File: src/rtl/lrt_pkg.sv
package lrt_pkg;
    // Where the newest value of an architectural register lives.
    typedef enum logic {
        LOC_ROB = 1'b0,
        LOC_ARF = 1'b1
    } loc_e;
endpackage

File: src/rtl/lrt_map_table.sv
module lrt_map_table #(
    parameter int NUM_AREGS = 8,
    parameter int ROB_DEPTH = 16,
    localparam int AREG_W   = $clog2(NUM_AREGS),
    localparam int SLOT_W   = $clog2(ROB_DEPTH)
) (
    input  logic              clk,
    input  logic              rst_n,
    input  logic [AREG_W-1:0] src_a,
    input  logic [AREG_W-1:0] src_b,
    output logic [SLOT_W-1:0] a_slot,
    output logic              a_in_arf,
    output logic [SLOT_W-1:0] b_slot,
    output logic              b_in_arf,
    input  logic [AREG_W-1:0] dst,
    output logic [SLOT_W-1:0] dst_slot,
    output logic              dst_in_arf,
    input  logic              upd_en,
    input  logic [SLOT_W-1:0] upd_slot,
    input  logic              cmt_en,
    input  logic [AREG_W-1:0] cmt_dst,
    input  logic [SLOT_W-1:0] cmt_slot,
    input  logic              flush
);
    import lrt_pkg::*;

    typedef struct packed {
        logic [NUM_AREGS-1:0]             loc;
        logic [NUM_AREGS-1:0][SLOT_W-1:0] slot;
    } map_t;

    map_t map_d, map_q;
    logic cmt_hit;

    // Lookups read the registered state only: pre-update view.
    assign a_slot     = map_q.slot[src_a];
    assign a_in_arf   = map_q.loc[src_a];
    assign b_slot     = map_q.slot[src_b];
    assign b_in_arf   = map_q.loc[src_b];
    assign dst_slot   = map_q.slot[dst];
    assign dst_in_arf = map_q.loc[dst];

    always_comb begin
        map_d   = map_q;
        cmt_hit = cmt_en && (map_q.loc[cmt_dst] == LOC_ROB)
                  && (map_q.slot[cmt_dst] == cmt_slot)
                  && !(upd_en && (dst == cmt_dst));
        if (flush) begin
            for (int i = 0; i < NUM_AREGS; i++) begin
                map_d.loc[i]  = LOC_ARF;
                map_d.slot[i] = '0;
            end
        end else begin
            if (cmt_hit) begin
                map_d.loc[cmt_dst] = LOC_ARF;
            end
            if (upd_en) begin
                map_d.loc[dst]  = LOC_ROB;
                map_d.slot[dst] = upd_slot;
            end
        end
    end

    always_ff @(posedge clk) begin
        if (!rst_n) begin
            for (int i = 0; i < NUM_AREGS; i++) begin
                map_q.loc[i]  <= LOC_ARF;
                map_q.slot[i] <= '0;
            end
        end else begin
            map_q <= map_d;
        end
    end

    AST_DST_MAPPED: assert property (@(posedge clk) disable iff (!rst_n)
        (upd_en && !flush) |=> (map_q.loc[$past(dst)] == LOC_ROB)
                               && (map_q.slot[$past(dst)] == $past(upd_slot)));

    AST_FLUSH_ALL_ARF: assert property (@(posedge clk) disable iff (!rst_n)
        flush |=> ($countones(map_q.loc) == NUM_AREGS));

    AST_COMMIT_RETIRES: assert property (@(posedge clk) disable iff (!rst_n)
        (cmt_en && !flush && !upd_en && !map_q.loc[cmt_dst]
         && (map_q.slot[cmt_dst] == cmt_slot))
        |=> map_q.loc[$past(cmt_dst)]);

endmodule

File: src/rtl/lrt_renamed_vec.sv
module lrt_renamed_vec #(
    parameter int ROB_DEPTH = 16,
    localparam int SLOT_W   = $clog2(ROB_DEPTH)
) (
    input  logic              clk,
    input  logic              rst_n,
    input  logic              set_en,
    input  logic [SLOT_W-1:0] set_idx,
    input  logic              clr_en,
    input  logic [SLOT_W-1:0] clr_idx,
    input  logic [SLOT_W-1:0] rd_idx,
    output logic              rd_bit
);
    typedef struct packed {
        logic [ROB_DEPTH-1:0] bits;
    } flags_t;

    flags_t flags_d, flags_q;

    assign rd_bit = flags_q.bits[rd_idx];

    always_comb begin
        flags_d = flags_q;
        if (set_en) begin
            flags_d.bits[set_idx] = 1'b1;
        end
        // Reallocation is applied last so it wins a collision.
        if (clr_en) begin
            flags_d.bits[clr_idx] = 1'b0;
        end
    end

    always_ff @(posedge clk) begin
        if (!rst_n) begin
            flags_q <= '0;
        end else begin
            flags_q <= flags_d;
        end
    end

    AST_PRIOR_FLAGGED: assert property (@(posedge clk) disable iff (!rst_n)
        (set_en && !(clr_en && (clr_idx == set_idx)))
        |=> flags_q.bits[$past(set_idx)]);

    AST_REALLOC_CLEARS: assert property (@(posedge clk) disable iff (!rst_n)
        clr_en |=> !flags_q.bits[$past(clr_idx)]);

endmodule

File: src/rtl/lrt_tag_array.sv
module lrt_tag_array #(
    parameter int ROB_DEPTH = 16,
    parameter int TAG_W     = 4,
    localparam int SLOT_W   = $clog2(ROB_DEPTH)
) (
    input  logic              clk,
    input  logic              rst_n,
    input  logic              wr_en,
    input  logic [SLOT_W-1:0] wr_idx,
    input  logic [TAG_W-1:0]  wr_tag,
    input  logic [SLOT_W-1:0] rd_idx,
    output logic [TAG_W-1:0]  rd_tag
);
    typedef struct packed {
        logic [ROB_DEPTH-1:0][TAG_W-1:0] tag;
    } tags_t;

    tags_t tags_d, tags_q;

    assign rd_tag = tags_q.tag[rd_idx];

    always_comb begin
        tags_d = tags_q;
        if (wr_en) begin
            tags_d.tag[wr_idx] = wr_tag;
        end
    end

    always_ff @(posedge clk) begin
        if (!rst_n) begin
            tags_q <= '0;
        end else begin
            tags_q <= tags_d;
        end
    end

    AST_TAG_STORED: assert property (@(posedge clk) disable iff (!rst_n)
        wr_en |=> (tags_q.tag[$past(wr_idx)] == $past(wr_tag)));

endmodule

File: src/rtl/lifetime_rename_table.sv
module lifetime_rename_table #(
    parameter int NUM_AREGS = 8,
    parameter int ROB_DEPTH = 16,
    parameter int TAG_W     = 4,
    localparam int AREG_W   = $clog2(NUM_AREGS),
    localparam int SLOT_W   = $clog2(ROB_DEPTH)
) (
    input  logic              clk,
    input  logic              rst_n,
    input  logic              ren_valid,
    input  logic              ren_has_dst,
    input  logic [AREG_W-1:0] ren_dst,
    input  logic [AREG_W-1:0] ren_src_a,
    input  logic [AREG_W-1:0] ren_src_b,
    input  logic [SLOT_W-1:0] ren_slot,
    input  logic [TAG_W-1:0]  ren_btag,
    output logic [SLOT_W-1:0] src_a_slot,
    output logic              src_a_in_arf,
    output logic [SLOT_W-1:0] src_b_slot,
    output logic              src_b_in_arf,
    output logic              prev_valid,
    output logic [SLOT_W-1:0] prev_slot,
    input  logic              commit_valid,
    input  logic [AREG_W-1:0] commit_dst,
    input  logic [SLOT_W-1:0] commit_slot,
    input  logic              flush_to_arf,
    input  logic [SLOT_W-1:0] probe_slot,
    output logic              wb_short_lived,
    output logic [TAG_W-1:0]  probe_btag
);
    logic              dst_in_arf;
    logic [SLOT_W-1:0] dst_slot;
    logic              ren_act;
    logic              upd_en;
    logic              mark_en;
    logic              cmt_en;

    always_comb begin
        ren_act    = ren_valid && !flush_to_arf;
        upd_en     = ren_act && ren_has_dst;
        cmt_en     = commit_valid && !flush_to_arf;
        prev_valid = ren_valid && ren_has_dst && !dst_in_arf;
        prev_slot  = dst_slot;
        mark_en    = upd_en && !dst_in_arf;
    end

    lrt_map_table #(.NUM_AREGS(NUM_AREGS), .ROB_DEPTH(ROB_DEPTH)) u_map (
        .clk        (clk),
        .rst_n      (rst_n),
        .src_a      (ren_src_a),
        .src_b      (ren_src_b),
        .a_slot     (src_a_slot),
        .a_in_arf   (src_a_in_arf),
        .b_slot     (src_b_slot),
        .b_in_arf   (src_b_in_arf),
        .dst        (ren_dst),
        .dst_slot   (dst_slot),
        .dst_in_arf (dst_in_arf),
        .upd_en     (upd_en),
        .upd_slot   (ren_slot),
        .cmt_en     (cmt_en),
        .cmt_dst    (commit_dst),
        .cmt_slot   (commit_slot),
        .flush      (flush_to_arf)
    );

    lrt_renamed_vec #(.ROB_DEPTH(ROB_DEPTH)) u_renamed (
        .clk     (clk),
        .rst_n   (rst_n),
        .set_en  (mark_en),
        .set_idx (dst_slot),
        .clr_en  (ren_act),
        .clr_idx (ren_slot),
        .rd_idx  (probe_slot),
        .rd_bit  (wb_short_lived)
    );

    lrt_tag_array #(.ROB_DEPTH(ROB_DEPTH), .TAG_W(TAG_W)) u_tags (
        .clk    (clk),
        .rst_n  (rst_n),
        .wr_en  (ren_act),
        .wr_idx (ren_slot),
        .wr_tag (ren_btag),
        .rd_idx (probe_slot),
        .rd_tag (probe_btag)
    );

    AST_NO_PREV_FROM_ARF: assert property (@(posedge clk) disable iff (!rst_n)
        (ren_valid && ren_has_dst && src_a_in_arf && (ren_src_a == ren_dst))
        |-> !prev_valid);

    AST_PREV_MATCHES_SRC: assert property (@(posedge clk) disable iff (!rst_n)
        (prev_valid && (ren_src_b == ren_dst)) |-> (prev_slot == src_b_slot));

endmodule

File: config.mk
export PLATFORM = sky130hd
export DESIGN_NAME = lifetime_rename_table
export DESIGN_NICKNAME = d
export VERILOG_FILES = /design/src/rtl/lrt_pkg.sv /design/src/rtl/lrt_map_table.sv /design/src/rtl/lrt_renamed_vec.sv /design/src/rtl/lrt_tag_array.sv /design/src/rtl/lifetime_rename_table.sv
export SDC_FILE = /design/constraint.sdc
export NUM_CORES = 1
export LEC_CHECK = 0
export BUFFER_PORTS_ARGS = -buffer_cell sky130_fd_sc_hd__buf_4
export CAP_MARGIN = 20
export CORE_ASPECT_RATIO = 1.4
export CORE_MARGIN = 10
export CORE_UTILIZATION = 28
export CTS_CLUSTER_DIAMETER = 150
export DETAILED_ROUTE_END_ITERATION = 8
export GPL_TIMING_DRIVEN = 0
export PLACE_DENSITY = 0.51
export SYNTH_ARGS = -nofsm -noshare
export SYNTH_HDL_FRONTEND = slang
export SYNTH_SLANG_ARGS = --single-unit
export TNS_END_PERCENT = 100
File: constraint.sdc
create_clock -name clk -period 2.05 [get_ports clk]
set_input_delay 0.1025 -clock clk [delete_from_list [all_inputs] [get_ports clk]]
set_output_delay 0.1025 -clock clk [all_outputs]
set_load 0.1 [all_outputs]
**After elaboration in Yosys (flattened, before gate mapping)**

Index checks and enable logic that the tools add are counted.

- Flip-flop bits (word level): 120
- Latch bits: 0
- Memory bits (writable): 0
- Bits in read-only memories: 0
- Bits of input ports: 34
- Memories: 0

- $add $sub $neg: 0
- Multiply operators: 0
- Divide/modulo/power cells: 0
- Order comparisons: 11
- Equal/unequal tests: 2
- Shift operators: 0
- Multiplexer cells: 39
- Bitwise gates (word level): 8
- Reduce and logical (&&, ||, !) cells: 18

Operators with widths:

| kind | number |
|---|---|
| $bwmux 64 | 1 |
| $bmux 4 s3 | 4 |
| $mux 40 | 1 |
| $bwmux 32 | 1 |
| $mux 16 | 2 |
| $mux 4 | 7 |
| $and 16x16->16 | 1 |
| $bmux 4 s4 | 1 |
| $demux 4 s4 | 1 |
| $lt 3x4->1 const B | 4 |
| $mux 8 | 2 |
| $not 16->16 | 1 |
| $or 16x16->16 | 1 |
| $lt 4x5->1 const B | 3 |
| $logic_and 1x1->1 | 14 |
| $bmux 1 s3 | 4 |
| $demux 4 s3 | 1 |
| $mux 1 | 9 |
| $and 8x8->8 | 1 |
| $demux 1 s4 | 2 |
| $ge 4x1->1 const B | 2 |
| $not 8->8 | 1 |
| $or 8x8->8 | 1 |
| $demux 1 s3 | 2 |
| 7 further kinds | 11 |

**Depth between registers and ports, before layout**

- Word-level depth: 10
- Depth in mapped cells: 10

**Hierarchy**

From an unflattened synthesis, not the netlist that was laid out.

- Cells, all modules: 736
- Area total of the unflattened synthesis: 7085.5 µm²

By module, submodules not included:

| module | times used | cells an instance | area each (µm²) |
|---|---|---|---|
| lrt_tag_array | 1 | 358 | 3311.9 |
| lrt_map_table | 1 | 286 | 2941.6 |
| lrt_renamed_vec | 1 | 87 | 783.3 |
| lifetime_rename_table | 1 | 5 | 48.8 |

**Worst setup path before layout**

No wires, ideal clock.

- Kind: input-to-reg
- From: input port ren_dst[0]
- To: register u_renamed.flags_q[4] (netlist bit)
- Arrival: 3212 ps
- Data required time: 1980 ps
- Setup slack: -1232 ps
- Cell stages on the path: 9
- Buffers on the path: 2
- Cells stage by stage: buf_2 -> buf_2 -> nand3_1 -> o21a_1 -> o221ai_1 -> or3b_2 -> nor2_1 -> a22oi_1 -> a21oi_1

- Cells in the longest elaborated chain, start to end: 10
- Elaborated cells between the ends (all ways): 15
- Those cells by class: 2 x order compare; 8 x mux; 2 x bitwise; 3 x reduce/logical

RTL lines:

| element | RTL line | RTL |
|---|---|---|
| start: declaration | lifetime_rename_table.sv:12 | `input logic [AREG_W-1:0] ren_dst,` |
| $bmux 4 s3 * | lrt_map_table.sv:40 | `assign dst_slot = map_q.slot[dst];` |
| $mux 4 (not written as such) * | lrt_map_table.sv:40 |  |
| net prev_slot[2] | lifetime_rename_table.sv:22 | `output logic [SLOT_W-1:0] prev_slot,` |
| $lt 4x5->1 (not written as such) or $ge 4x1->1 (tied branches) | lrt_renamed_vec.sv:25 | `flags_d.bits[set_idx] = 1'b1;` |
| $logic_and 1x1->1 (not written as such) | lrt_renamed_vec.sv:25 |  |
| $mux 1 (not written as such) | lrt_renamed_vec.sv:25 |  |
| $demux 1 s4 * | -- |  |
| $or 16x16->16 (no line) * | -- |  |
| $mux 16 * | lrt_renamed_vec.sv:24 | `if (set_en) begin` |
| $and 16x16->16 (no line) | -- |  |
| $mux 16 * | lrt_renamed_vec.sv:28 | `if (clr_en) begin` |
| end signal: assignment | lrt_renamed_vec.sv:37 | `flags_q <= flags_d;` |
| end: declaration | lrt_renamed_vec.sv:18 | `flags_t flags_d, flags_q;` |

The timed path passes the listed nets; every way through them passes the cells marked *. The select of a mux whose other input is x is not followed.
A chain may end at the register's enable or synchronous reset.

**Worst setup path in the final report**

- From: register u_map.map_q[3] (netlist bit)
- To: register u_map.map_q[37] (netlist bit)

- Cells in the longest elaborated chain, start to end: 9

RTL lines:

| element | RTL line | RTL |
|---|---|---|
| start: declaration | lrt_map_table.sv:32 | `map_t map_d, map_q;` |
| start signal: assignment | lrt_map_table.sv:71 | `map_q <= map_d;` |
| $bmux 4 s3 * | lrt_map_table.sv:46 | `&& (map_q.slot[cmt_dst] == cmt_slot)` |
| $mux 4 (not written as such) * | lrt_map_table.sv:46 |  |
| $eq 4x4->1 * | lrt_map_table.sv:46 |  |
| $logic_and 1x1->1 * | lrt_map_table.sv:46 |  |
| $logic_and 1x1->1 * | lrt_map_table.sv:47 | `&& !(upd_en && (dst == cmt_dst));` |
| $mux 8 * | lrt_map_table.sv:54 | `if (cmt_hit) begin` |
| $mux 8 * | lrt_map_table.sv:48 | `if (flush) begin` |
| $and 8x8->8 (no line) | -- |  |
| $mux 40 * | lrt_map_table.sv:57 | `if (upd_en) begin` |

Every way passes the cells marked *; elsewhere a longest branch is shown, timed or not. The select of a mux whose other input is x is not followed.

==> impl_metrics.json <==
{
  "status": "finished with violations",
  "violations": "setup timing",
  "design.die.area_um2": 30400,
  "clock-root-buffer": "clkbuf_16",
  "drt-initial-drc-count": 397,
  "cap_violations": 0,
  "postRouteAntennaNets": 0,
  "drtPass1Iterations": 5,
  "cts_made_buffers": 17,
  "die_x_um": 150,
  "drive_gt1_frac": 0.273,
  "p_leak_nw": 2.93,
  "dp.cells": 1010,
  "ios": 54,
  "yosys.area.top_type_share": 0.361,
  "n_antenna_cell": 0,
  "row_count": 66,
  "track_usage": 0.142,
  "most-common-layout-cells": "107 x dfxtp_1, 80 x mux2i_1, 67 x nand2_1",
  "worstPathRequired_ps": 2420,
  "worstReg2RegEnd": "u_map.map_q[37]",
  "grt_max_degree": 17,
  "layout_commonest_cell": "dfxtp_1",
  "drv_slew": 0,
  "routed_wl_um": 21400,
  "r2r_cells": 8,
  "grt_pass1_vias": 5394,
  "path_class": "reg2reg",
  "ys_types": 51,
  "cts_hold_buf": 0,
  "ys_top_cells_by_area": "dfxtp_1 36%, mux4_2 17%, mux2i_1 12%",
  "grt_antenna_before_repair": 0,
  "cts_max_path_buffers": 2,
  "slew-limit-headroom": 0.399,
  "rsz0062_at_grt": "yes",
  "synthToLayoutAreaGrowth_pct": 23.4,
  "seqCellArea_um2": 2430,
  "synth_cells": 659,
  "cp.arrival_ps": 2530,
  "design_area_um2": 8220,
  "tightest_slew_ps": 898,
  "grt_pass1_wl_um": 32900,
  "ys_seq_area_frac": 0.361,
  "routed_via_density": 5.13,
  "wire_per_inst_um": 20.4,
  "period_needed_ps": 2170,
  "worst_slack_ps": -118,
  "synth_edf_count": 0,
  "async_reset_ff_frac": 0,
  "fin_crit_sh": 1.06,
  "gr-total-overflow": 0,
  "ys_seq_elements": 120,
  "vias": 5402,
  "placed_area_um2": 7410,
  "synth.avg_cell_area_um2": 10.1,
  "ys_warn_count": 0,
  "core_um2": 23300,
  "syn-num-nets": 693,
  "start_util": 0.286,
  "cp-start-kind": "flip-flop",
  "clk_latency_ps": 420,
  "cts_sinks": 120,
  "setup_viol": 12,
  "ir_drop_mv": 0.534,
  "die_h_um": 202,
  "port_buffers": 41,
  "hold_depth": 3,
  "cts_tree": "done",
  "drc": 0,
  "end_kind": "flip-flop",
  "hold_viol": 0,
  "ys_dominant_reg_cell": "dfxtp_1",
  "syn_area_um2": 6660,
  "setup_tns_ps": -774,
  "fmax_mhz": 461,
  "gp_congestion": 0.885,
  "cellPowerDensity_nw_per_um2": 723,
  "worst_hold_path_type": "in2reg",
  "path_clk_slew_ps": 60,
  "r2r_setup_slack_ps": -120,
  "hp-start": "ren_btag[2]",
  "skew_ps": 11.5,
  "min_to": "u_tags.tags_q[22]",
  "dp_hpwl_um": 15900,
  "multi_input_area_um2": 4060,
  "cp_max_fo": 3,
  "r2r-start": "u_map.map_q[3]",
  "synth_top_area_cell": "dfxtp_1",
  "fin_cells": 1052,
  "fillers": 2388,
  "h-tree-depth": 4,
  "layout.nets": 767
}
[cell usage after synthesis (2+ instances only)]
master,instances
a22oi_1,19
clkbuf_1,41
a21boi_0,28
nor2_1,48
nand2b_1,2
mux2i_1,80
mux2_2,15
nand2_1,67
nor3b_1,4
or3_1,2
o31ai_1,2
and3_1,4
o21ai_1,2
o21ai_0,6
a221o_1,4
buf_4,2
xor2_1,3
nand3_1,32
o211ai_1,2
nand4_1,3
nor3_1,4
nand3b_1,3
o2bb2ai_1,2
mux4_2,51
a21oi_1,21
nor2b_1,48
xnor2_1,3
inv_1,9
buf_2,7
buf_1,4
dfxtp_1,120
a31oi_1,2
[per-layer routing]
metal / up-vias / share of wire / track usage
li1: 2558 / - / -
met1: 2643 / 0.42 / 0.170
met2: 165 / 0.51 / 0.243
met3: 36 / 0.049 / 0.0288
met4: 0 / 0.022 / 0.0539
met5: - / 0 / 0
[worst max path at each step]
| stage | from | endpoint | slack [ps] | cells past startpoint |
|---|---|---|---|---|
| 6_report | u_map.map_q[3] | u_map.map_q[37] | -120 | 8 |
| 5_1_grt | u_map.map_q[19] | u_map.map_q[35] | -180 | 7 |
| 4_1_cts | u_map.map_q[27] | u_map.map_q[35] | -150 | 7 |
| 3_5_place_dp | u_map.map_q[27] | u_map.map_q[35] | -390 | 7 |
| 3_3_place_gp | ren_dst[1] | u_map.map_q[38] | -670 | 6 |
| 2_1_floorplan | ren_dst[0] | u_renamed.flags_q[12] | -810 | 9 |
[cell families after synthesis]
| family | Yosys count | synth area share |
|---|---|---|
| AND/OR/NAND/NOR | 224 | 0.167 |
| multiplexers | 147 | 0.321 |
| flip-flops | 120 | 0.361 |
| AO/OA/AOI/OAI | 98 | 0.104 |
| buffers and inverters | 64 | 0.0397 |
| XOR/XNOR | 6 | 0.00790 |
[power by group]
part | internal [W] | switching, W
Combinational | 0.000183 | 0.000314
Clock | 0.00192 | 0.00118
Sequential | 0.00234 | 0.00000810
[sequential cells by signal, indices dropped and copies added (netlist names)]
| register | cells |
|---|---|
| u_tags.tags_q | 64 |
| u_map.map_q | 40 |
| u_renamed.flags_q | 16 |
[area by class of cell]
class | count | area share
Multi-Input combinational cell | 475 | 0.494
Sequential cell | 120 | 0.295
Timing Repair Buffer | 55 | 0.0544
Clock buffer | 18 | 0.0522
Tap cell | 306 | 0.0466
Buffer | 55 | 0.0323
Clock inverter | 14 | 0.0213
Inverter | 9 | 0.00411
[critical path: stages (launching register included)]
cell and delay (ps):
dfxtp_2 340, mux2i_1 60, mux4_2 490, xor2_2 170, o211ai_1 140, or4_4 480
buf_4 170, nor2_4 100, a221o_1 160
[per-stage QoR]
step / total power (W) / worst slack, ps / hold slack, ps / utilization
6_report: 0.00594 / -118 / 10.5 / 0.353
5_1_grt: 0.00615 / -176 / 33.2 / 0.353
4_1_cts: 0.00598 / -152 / 5.72 / 0.349
3_5_place_dp: 0.00289 / -388 / 445 / 0.318
3_3_place_gp: 0.00290 / -674 / 440 / 0.317
2_1_floorplan: 0.00272 / -807 / 269 / -
[what timing repair did]
item | in CTS | in global routing
cloned | 0 | 0
endpoints found under the setup margin | 21 | 40
hold endpoints to repair | 0 | 0
resized for setup | 22 | 24
buffers inserted | 8 | 2
pin swaps | 4 | 3
Power figures use the tool's default switching activity.
